$ cat config.mk
export PLATFORM = sky130hd
export DESIGN_NAME = updn_ctr
export DESIGN_NICKNAME = d
export VERILOG_FILES = /design/src/rtl/updn_pkg.sv /design/src/rtl/updn_rst_sync.sv /design/src/rtl/updn_edge_sampler.sv /design/src/rtl/updn_core.sv /design/src/rtl/updn_term_gate.sv /design/src/rtl/updn_ctr.sv
export SDC_FILE = /design/constraint.sdc
export NUM_CORES = 1
export LEC_CHECK = 0
export CAP_MARGIN = 15
export CELL_PAD_IN_SITES_DETAIL_PLACEMENT = 0
export CELL_PAD_IN_SITES_GLOBAL_PLACEMENT = 1
export CORE_MARGIN = 1.5
export CORE_UTILIZATION = 36
export CTS_CLUSTER_SIZE = 40
export DETAILED_ROUTE_END_ITERATION = 8
export PLACE_DENSITY = 0.85
export SETUP_SLACK_MARGIN = 0.4
export SYNTH_ARGS = -nofsm -noshare
export SYNTH_HDL_FRONTEND = slang
export SYNTH_SLANG_ARGS = --single-unit
$ cat constraint.sdc
create_clock -name clk -period 1.5 [get_ports clk]
set_clock_uncertainty 0.05 [all_clocks]
set_input_delay 0.3 -clock clk [delete_from_list [all_inputs] [get_ports clk]]
set_output_delay 0.3 -clock clk [all_outputs]
set_load 0.02 [all_outputs]
$ cat src/rtl/updn_pkg.sv
package updn_pkg;

  // Decision taken by the counter core for one system cycle
  typedef enum logic [2:0] {
    STEP_HOLD  = 3'd0,
    STEP_INC   = 3'd1,
    STEP_DEC   = 3'd2,
    STEP_CLASH = 3'd3,
    STEP_CLEAR = 3'd4,
    STEP_LOAD  = 3'd5
  } step_e;

  localparam int unsigned DEF_WIDTH       = 4;
  localparam int unsigned DEF_SYNC_STAGES = 2;

endpackage

$ cat src/rtl/updn_rst_sync.sv
module updn_rst_sync (
  input  logic clk,
  input  logic rst_n,
  output logic rst_n_sync_o
);

  logic [1:0] chain_q;
  logic [1:0] chain_d;

  always_comb begin
    chain_d = {chain_q[0], 1'b1};
  end

  always_ff @(posedge clk or negedge rst_n) begin
    if (!rst_n) chain_q <= 2'b00;
    else        chain_q <= chain_d;
  end

  assign rst_n_sync_o = chain_q[1];

endmodule

$ cat src/rtl/updn_edge_sampler.sv
module updn_edge_sampler #(
  parameter int unsigned STAGES = updn_pkg::DEF_SYNC_STAGES
) (
  input  logic clk,
  input  logic rst_n,
  input  logic lvl_i,
  output logic lvl_o,
  output logic rise_o
);

  localparam int unsigned LAST = STAGES - 1;

  logic [STAGES-1:0] sync_q;
  logic [STAGES-1:0] sync_d;
  logic              prev_q;
  logic              prev_d;

  // Shift chain; stage 0 takes the raw pin
  for (genvar g = 0; g < STAGES; g++) begin : g_stage
    if (g == 0) begin : g_head
      assign sync_d[g] = lvl_i;
    end else begin : g_tail
      assign sync_d[g] = sync_q[g-1];
    end
  end

  always_comb begin
    prev_d = sync_q[LAST];
  end

  // Idle level of a count clock is high, so reset to 1: no false rise
  always_ff @(posedge clk or negedge rst_n) begin
    if (!rst_n) begin
      sync_q <= '1;
      prev_q <= 1'b1;
    end else begin
      sync_q <= sync_d;
      prev_q <= prev_d;
    end
  end

  assign lvl_o  = sync_q[LAST];
  assign rise_o = sync_q[LAST] & ~prev_q;

  // A detected rise lasts a single system cycle (R9 timing)
  p_rise_single_r9: assert property (@(posedge clk) disable iff (!rst_n)
    rise_o |=> !rise_o);

endmodule

$ cat src/rtl/updn_core.sv
module updn_core
  import updn_pkg::*;
#(
  parameter int unsigned WIDTH = DEF_WIDTH
) (
  input  logic             clk,
  input  logic             rst_n,
  input  logic             clr_i,
  input  logic             load_n_i,
  input  logic [WIDTH-1:0] data_i,
  input  logic             rise_up_i,
  input  logic             rise_dn_i,
  output logic [WIDTH-1:0] count_o,
  output logic [WIDTH-1:0] cnt_q_o,
  output logic             clash_o
);

  localparam logic [WIDTH-1:0] ONE = WIDTH'(1);

  step_e            step;
  logic [WIDTH-1:0] cnt_q;
  logic [WIDTH-1:0] cnt_d;
  logic             cnt_en;

  // Priority: clear, then load, then edges
  always_comb begin
    if (clr_i)                       step = STEP_CLEAR;
    else if (!load_n_i)              step = STEP_LOAD;
    else if (rise_up_i && rise_dn_i) step = STEP_CLASH;
    else if (rise_up_i)              step = STEP_INC;
    else if (rise_dn_i)              step = STEP_DEC;
    else                             step = STEP_HOLD;
  end

  always_comb begin
    cnt_d  = cnt_q;
    cnt_en = 1'b0;
    unique case (step)
      STEP_CLEAR: begin cnt_d = '0;          cnt_en = 1'b1; end
      STEP_LOAD:  begin cnt_d = data_i;      cnt_en = 1'b1; end
      STEP_INC:   begin cnt_d = cnt_q + ONE; cnt_en = 1'b1; end
      STEP_DEC:   begin cnt_d = cnt_q - ONE; cnt_en = 1'b1; end
      default:    begin cnt_d = cnt_q;       cnt_en = 1'b0; end
    endcase
  end

  always_ff @(posedge clk or negedge rst_n) begin
    if (!rst_n)      cnt_q <= '0;
    else if (cnt_en) cnt_q <= cnt_d;
  end

  // Level overrides are visible at once on the output
  always_comb begin
    if (clr_i)          count_o = '0;
    else if (!load_n_i) count_o = data_i;
    else                count_o = cnt_q;
  end

  assign cnt_q_o = cnt_q;
  assign clash_o = (step == STEP_CLASH);

  p_clear_wins_r3: assert property (@(posedge clk) disable iff (!rst_n)
    clr_i |=> (cnt_q == '0));

  p_load_takes_r4: assert property (@(posedge clk) disable iff (!rst_n)
    (!clr_i && !load_n_i) |=> (cnt_q == $past(data_i)));

  p_inc_step_r1: assert property (@(posedge clk) disable iff (!rst_n)
    (!clr_i && load_n_i && rise_up_i && !rise_dn_i) |=> (cnt_q == $past(cnt_q) + ONE));

  p_dec_step_r2: assert property (@(posedge clk) disable iff (!rst_n)
    (!clr_i && load_n_i && rise_dn_i && !rise_up_i) |=> (cnt_q == $past(cnt_q) - ONE));

  p_clash_hold_r8: assert property (@(posedge clk) disable iff (!rst_n)
    clash_o |=> $stable(cnt_q));

endmodule

$ cat src/rtl/updn_term_gate.sv
module updn_term_gate #(
  parameter int unsigned WIDTH  = updn_pkg::DEF_WIDTH,
  parameter bit          AT_TOP = 1'b1
) (
  input  logic [WIDTH-1:0] count_i,
  input  logic             clk_lvl_i,
  output logic             tc_n_o
);

  logic [WIDTH-1:0] term_val;
  logic             at_term;

  if (AT_TOP) begin : g_top
    assign term_val = '1;
  end else begin : g_bottom
    assign term_val = '0;
  end

  always_comb begin
    at_term = (count_i == term_val);
    tc_n_o  = ~(at_term & ~clk_lvl_i);
  end

endmodule

$ cat src/rtl/updn_ctr.sv
module updn_ctr #(
  parameter int unsigned WIDTH       = updn_pkg::DEF_WIDTH,
  parameter int unsigned SYNC_STAGES = updn_pkg::DEF_SYNC_STAGES
) (
  input  logic             clk,
  input  logic             rst_n,
  input  logic             up_clk_i,
  input  logic             dn_clk_i,
  input  logic             clr_i,
  input  logic             load_n_i,
  input  logic [WIDTH-1:0] data_i,
  output logic [WIDTH-1:0] count_o,
  output logic             carry_n_o,
  output logic             borrow_n_o,
  output logic             clash_o
);

  localparam logic [WIDTH-1:0] TOP_VAL = '1;

  logic             rst_n_sync;
  logic             up_lvl, up_rise;
  logic             dn_lvl, dn_rise;
  logic [WIDTH-1:0] cnt_q;

  updn_rst_sync u_rst_sync (
    .clk          (clk),
    .rst_n        (rst_n),
    .rst_n_sync_o (rst_n_sync)
  );

  updn_edge_sampler #(.STAGES(SYNC_STAGES)) u_up_smp (
    .clk    (clk),
    .rst_n  (rst_n_sync),
    .lvl_i  (up_clk_i),
    .lvl_o  (up_lvl),
    .rise_o (up_rise)
  );

  updn_edge_sampler #(.STAGES(SYNC_STAGES)) u_dn_smp (
    .clk    (clk),
    .rst_n  (rst_n_sync),
    .lvl_i  (dn_clk_i),
    .lvl_o  (dn_lvl),
    .rise_o (dn_rise)
  );

  updn_core #(.WIDTH(WIDTH)) u_core (
    .clk       (clk),
    .rst_n     (rst_n_sync),
    .clr_i     (clr_i),
    .load_n_i  (load_n_i),
    .data_i    (data_i),
    .rise_up_i (up_rise),
    .rise_dn_i (dn_rise),
    .count_o   (count_o),
    .cnt_q_o   (cnt_q),
    .clash_o   (clash_o)
  );

  updn_term_gate #(.WIDTH(WIDTH), .AT_TOP(1'b1)) u_carry (
    .count_i   (count_o),
    .clk_lvl_i (up_lvl),
    .tc_n_o    (carry_n_o)
  );

  updn_term_gate #(.WIDTH(WIDTH), .AT_TOP(1'b0)) u_borrow (
    .count_i   (count_o),
    .clk_lvl_i (dn_lvl),
    .tc_n_o    (borrow_n_o)
  );

  // Carry releasing on an up edge is followed by the wrap to zero
  p_carry_wrap_r5: assert property (@(posedge clk) disable iff (!rst_n_sync)
    ($rose(carry_n_o) && up_rise && !dn_rise && !clr_i && load_n_i) |=> (cnt_q == '0));

  // Borrow releasing on a down edge is followed by the wrap to the top
  p_borrow_wrap_r6: assert property (@(posedge clk) disable iff (!rst_n_sync)
    ($rose(borrow_n_o) && dn_rise && !up_rise && !clr_i && load_n_i) |=> (cnt_q == TOP_VAL));

  p_clash_single_r8: assert property (@(posedge clk) disable iff (!rst_n_sync)
    clash_o |=> !clash_o);

endmodule

; ---- Word level (Yosys, flattened, before mapping)
; Cells that the tools add are included.
[classes]
n_addsub = 2
eq_ne = 6
n_mux = 9
n_bitwise = 10
reduce_logical = 5
[op_table]
columns = op, count
row1 = 4-bit one-hot mux with 4 select lines, 1
row2 = 3-bit two-way mux, 4
row3 = 4-bit two-way mux, 2
row4 = 3-bit by 2-bit == test with 1-bit output (second input constant), 2
row5 = 3-bit == test (second input constant), 2
row6 = 1-bit inverter, 6
row7 = 4-bit by 1-bit adder with 4-bit output (second input constant), 1
row8 = 1-bit bitwise AND, 4
row9 = 4-bit == test (second input constant), 1
row10 = 4-bit zero test, 1
row11 = 4-bit nonzero test, 1
row12 = 4-bit OR reduction, 1
row13 = 4-bit by 1-bit subtractor with 4-bit output (second input constant), 1
row14 = 3-bit by 1-bit == test with 1-bit output (second input constant), 1
row15 = 2-bit two-way mux, 1
row16 = 2-bit AND reduction, 1
row17 = 1-bit logical AND, 1
row18 = 1-bit two-way mux, 1
[totals]
register_bits = 12
inputBits = 10
output_inout_bits = 7

; ---- Logic depth before layout (Yosys ltp)
[depth]
word_depth = 11
depth_mapped = 8

; ---- Cells and area by module
; From an unflattened synthesis, not the netlist that was laid out.
[unflattened]
hier_cells = 63
hier_area_um2 = 668.1
[by_module_without_submodules]
columns = module, n_inst, cells_per_inst, area_per_inst_um2, seq_area_each_um2
row1 = updn_core, 1, 47, 404.1, 100.1
row2 = updn_edge_sampler, 2, 4, 92.6, 78.8
row3 = updn_rst_sync, 1, 3, 53.8, 50.0
row4 = updn_term_gate at u_borrow, 1, 3, 12.5, 0.0
row5 = updn_term_gate at u_carry, 1, 2, 12.5, 0.0

; ---- Worst setup path before layout
; Ideal clock, no wire load.
[synth_timing]
path_kind = input to register
from = in clr_i
to = reg u_core.cnt_q[3] (netlist: u_core.cnt_q_o[3])
setup_time_ns = 0.095
arrival_time_ns = 2.227
setup_slack_ns = -0.872
stages = 8
cell_sequence = clkbuf_1 -> nand2b_1 -> nor3_1 -> ha_1 -> and3_1 -> o311a_1 -> o21a_1 -> o32ai_2
[synth_via]
elab_chain_cells = 5
[synth_rtl]
columns = item, line_no
row1 = start: declaration, updn_ctr.sv:9  ; input logic clr_i,
row2 = 3-bit two-way mux (*), updn_core.sv:27  ; if (clr_i) step = STEP_CLEAR;
row3 = 3-bit == test (tied with other cells), updn_core.sv:38  ; unique case (step)
row4 = 4-bit OR reduction (no line), -
row5 = 1-bit two-way mux, updn_core.sv:38
row6 = 2-bit AND reduction (no line), -
row7 = end signal: assignment, updn_core.sv:49  ; else if (cnt_en) cnt_q <= cnt_d;
row8 = end: declaration, updn_core.sv:21  ; logic [WIDTH-1:0] cnt_q;
; Every way passes the cells marked *; elsewhere a longest branch is shown, timed or not.
; A chain may end at the register's enable or synchronous reset.

; ---- Worst setup path in the final report
[layout_timing]
from = reg u_up_smp.prev_q
to = reg u_core.cnt_q[3] (netlist: u_core.cnt_q_o[3])
[layout_via]
elab_chain_cells = 10
[layout_rtl]
columns = item, line_no
row1 = start: declaration, updn_edge_sampler.sv:15  ; logic prev_q;
row2 = start signal: assignment, updn_edge_sampler.sv:38  ; prev_q <= prev_d;
row3 = 1-bit inverter (*), updn_edge_sampler.sv:43  ; assign rise_o = sync_q[LAST] & ~prev_q;
row4 = 1-bit bitwise AND (*), updn_edge_sampler.sv:43
row5 = 3-bit two-way mux or 1-bit logical AND (tied branches), "updn_core.sv:30, updn_core.sv:29"
row6 = 3-bit two-way mux (*), updn_core.sv:29  ; else if (rise_up_i && rise_dn_i) step = STEP_CLASH;
row7 = 3-bit two-way mux (*), updn_core.sv:28  ; else if (!load_n_i) step = STEP_LOAD;
row8 = 3-bit two-way mux (*), updn_core.sv:27
row9 = 3-bit == test (tied with other cells), updn_core.sv:38
row10 = 4-bit OR reduction (no line), -
row11 = 1-bit two-way mux, updn_core.sv:38
row12 = 2-bit AND reduction (no line), -
; Marks and branches as above.

==> metrics.md <==
| Metric | Value |
|---|---|
| Status | complete, but fails checks |
| Violations in the final reports | setup timing |
| DRC errors left | 0 |
| Cells after Synth | 55 |
| Area taken by multi-input logic gates | roughly 480 µm² |
| Residual antenna-violating net count after detailed routing | 0 |
| Element type at the critical path start | register |
| Global routing usage summed across all routing layers | 0.200 |
| Largest net degree at the start of global routing | 11 |
| Time the worst path needs with I/O delays and setup | ~2.2 ns |
| Avg WL per Cell | between 15 and 20 µm |
| Post-synthesis area per instance | 11.8 µm² |
| Final count of pins violating max slew | 0 |
| Number of vias in the routed layout | about 630 |
| Sink count of the clock tree | 12 |
| Clock insertion delay at the later pin of the skew report | roughly 0.26 ns |
| Post-Layout Cell Count | 131 |
| Area after DPL | between 1000 and 1500 µm² |
| CP Data Required Time | between 1.5 and 2 ns |
| CTS max path bufs | 2 |
| Clock slew at reported path FFs | ~0.08 ns |
| RSZ-0062 raised after global routing | yes |
| Syn nets | between 60 and 70 |
| Number of warning messages in the yosys log | 0 |
| Wire length of the first global-routing pass | approximately 2.9 mm |
| Routed length on met1 | approximately 850 µm |
| Hold Violations, Final | 0 |
| Worst-case register-to-register setup slack | -0.71 ns |
| Category of the critical setup timing path | reg -> reg |
| DR vias/cell | 4.80 |
| Number of detailed-route iterations in the first pass | 4 |
| Arrival time at the worst endpoint | approximately 2.3 ns |
| Drt first-iter violations | 7 |
| Kind of capture point of the worst setup path | register |
| Placeable core region | between 1500 and 2000 µm² |
| Cell chosen for the clock root | sky130_fd_sc_hd__clkbuf_4 |
| Number of filler cells placed in the layout | 103 |
| Fraction of final layout cells with drive strength greater than 1 | 0.689 |
| Die Area | ~2100 µm² |
| Initial Utilization | 0.379 |
| Sequential cell area in the final layout | just over 300 µm² |
| Met2 WL | 1.08 mm |
| Leakage power | 0.000615 µW |
| Horiz. Die Dim | between 40 and 50 µm |
| P&R area growth vs syn | 103% |
| Min-delay worst type | reg -> async |
| Final-stage net count | 120 |
| Maximum fanout along the worst path | 4 |
| Setup ws final | -0.710 ns |
| TritonCTS Buffers | 3 |
| Summed area of non-filler cells in the final layout | between 1000 and 1500 µm² |
| Max-capacitance violation count | 0 |
| Overall routed net length | between 2 and 2.5 mm |
| Highest metal layer used by the detailed router | met4 |
| Vertical extent of the die | ~45 µm |
| # H-tree levels | 1 |
| Count of different cell masters after synthesis | 30 |
| Largest vdd supply drop | ~0.55 mV |
| CTS tree | done |
| Final weighted congestion of routability-driven global placement | 0.919 |
| Max Fclk | roughly 450 MHz |
| Seq cells post-synth | 12 |
| Vias in the first global route | around 650 |
| # port buffers | 16 |
| Routed met3 length | between 50 and 60 µm |
| DP HPWL | between 1 and 1.5 mm |
| FP Rows | 15 |
| Initial antenna violation count | 0 |
| Total congestion overflow | 0 |
| Sequential area share after synthesis | 0.475 |
| Diodes inserted | 0 |
| # placed instances | around 110 |
| P per Cell Area | roughly 700 nW/µm² |
| Mapped cell area | around 650 µm² |
| Worst setup slack after placement | -1.08 ns |
| IO Count | 17 |
| Final setup violation count | 10 |
| Share of the cycle needed by the critical path after routing | 1.47 |
## area by class of cell
cell class                      count  area share
Tap cell                           25      0.0237
Multi-Input combinational cell     41       0.364
Sequential cell                    12       0.233
Clock buffer                        4      0.0275
Timing Repair Buffer               49       0.351
## metal layers
layer  up-vias  global-route usage
met3        10              0.0317
li1        300                   -
met1       302               0.244
met2        17               0.344
met5         -                   0
met4         0              0.0882
## what timing repair did
action / 4_1_cts / 5_1_grt
hold buffers: 0 / 0
resized for setup: 64 / 7
pin swaps: 10 / 8
setup buffers: 8 / 6
cloned: 0 / 0
endpoints found under the setup margin: 11 / 11
## registers in the layout, summed over array words and instances (netlist names)
register / flops
u_dn_smp.prev_q: 1
u_dn_smp.sync_q: 2
u_up_smp.prev_q: 1
u_core.cnt_q_o: 4
u_rst_sync.chain_q: 2
u_up_smp.sync_q: 2
## cell usage in the layout, fill, tap and decap left out, types with 2 or more instances in the layout
cell type / instances
sky130_fd_sc_hd__mux2i_1: 3
sky130_fd_sc_hd__buf_4: 20
sky130_fd_sc_hd__buf_6: 19
sky130_fd_sc_hd__dlygate4sd2_1: 5
sky130_fd_sc_hd__nand2b_4: 5
sky130_fd_sc_hd__dfstp_2: 6
sky130_fd_sc_hd__clkdlybuf4s50_1: 3
sky130_fd_sc_hd__nand2_2: 3
sky130_fd_sc_hd__dfrtp_1: 6
sky130_fd_sc_hd__clkbuf_4: 3
sky130_fd_sc_hd__a21oi_4: 3
sky130_fd_sc_hd__o22ai_1: 2
## stage by stage
stage	util	hold slack, ns	total power, µW	TNS, ns
after floorplan	-	-0.0456	503	-1.37
after global placement	0.634	0.0991	607	-8.68
after detailed placement	0.634	0.115	613	-9.01
after CTS	0.728	0.113	900	-2.79
after global routing	0.772	0.143	970	-3.77
final	0.772	0.0967	927	-3.16
## worst max-delay path, cell delays in order, from the launching register on
cell and delay, ns:
sky130_fd_sc_hd__dfstp_2 0.58, sky130_fd_sc_hd__nor2b_4 0.06, sky130_fd_sc_hd__nor3_4 0.27, sky130_fd_sc_hd__ha_4 0.26, sky130_fd_sc_hd__and2_1 0.14, sky130_fd_sc_hd__o311a_1 0.36, sky130_fd_sc_hd__o21a_1 0.20, sky130_fd_sc_hd__o32ai_2 0.21
## where the power goes
group | internal [µW] | total, µW | leakage, µW | switching, µW
sequential | 350 | 368 | 0.000139 | 17.9
clock | 147 | 244 | 0.0000210 | 97.3
combinational | 181 | 315 | 0.000456 | 134
## cell usage after synthesis
library cell                number  share of area
sky130_fd_sc_hd__dfstp_2         6           0.24
sky130_fd_sc_hd__xor2_1          1          0.014
sky130_fd_sc_hd__buf_2           1         0.0077
sky130_fd_sc_hd__nor3_1          2          0.015
sky130_fd_sc_hd__clkbuf_1        1         0.0058
sky130_fd_sc_hd__dfrtp_1         6           0.23
sky130_fd_sc_hd__a21oi_1         3          0.023
sky130_fd_sc_hd__fa_1            1          0.031
sky130_fd_sc_hd__nor4_1          1         0.0097
sky130_fd_sc_hd__and3_1          1         0.0097
sky130_fd_sc_hd__a211oi_1        1          0.012
sky130_fd_sc_hd__nand4_1         1         0.0097
sky130_fd_sc_hd__mux2i_1         3          0.046
sky130_fd_sc_hd__and2_1          1         0.0097
sky130_fd_sc_hd__a2111oi_4       1          0.042
sky130_fd_sc_hd__conb_1          1         0.0058
sky130_fd_sc_hd__xnor2_1         1          0.014
sky130_fd_sc_hd__o22ai_1         2          0.019
sky130_fd_sc_hd__o311a_1         1          0.015
sky130_fd_sc_hd__or2_1           1         0.0097
sky130_fd_sc_hd__o21a_1          1          0.012
sky130_fd_sc_hd__o32ai_2         1          0.025
sky130_fd_sc_hd__xnor2_2         1          0.025
sky130_fd_sc_hd__nand2_1         3          0.017
sky130_fd_sc_hd__nand2b_1        6          0.058
sky130_fd_sc_hd__a21o_1          1          0.012
sky130_fd_sc_hd__nor2b_2         1          0.014
sky130_fd_sc_hd__ha_1            2          0.039
sky130_fd_sc_hd__nor2_1          2          0.012
sky130_fd_sc_hd__nor4b_1         1          0.014
## path summary, 6_finish.rpt
| path | cells past startpoint | to | startpoint |
|---|---|---|---|
| setup / recovery | 7 | u_core.cnt_q_o[3] | u_up_smp.prev_q |
| hold / removal | 0 | u_core.cnt_q_o[3] | u_rst_sync.chain_q[1] |
| min in group clk | 0 | u_up_smp.sync_q[1] | u_up_smp.sync_q[0] |
| hold reg to reg | 0 | u_core.cnt_q_o[3] | u_rst_sync.chain_q[1] |
| max in group asynchronous | 0 | u_up_smp.prev_q | u_rst_sync.chain_q[1] |
| setup reg to reg | 7 | u_core.cnt_q_o[3] | u_up_smp.prev_q |
## cells by family (layout without fill, tap and decap cells)
family          count (synthesis)  in the layout  synth area share
buf+inv                         2             53            0.0135
flops                          12             12             0.475
compound gates                 11             11             0.160
fa+ha+maj                       3              3            0.0695
mux                             3              3            0.0463
other cells                     1              1           0.00579
xor+xnor                        3              3            0.0521
simple gates                   20             20             0.178
No activity file was read; power rests on OpenSTA's default activity.
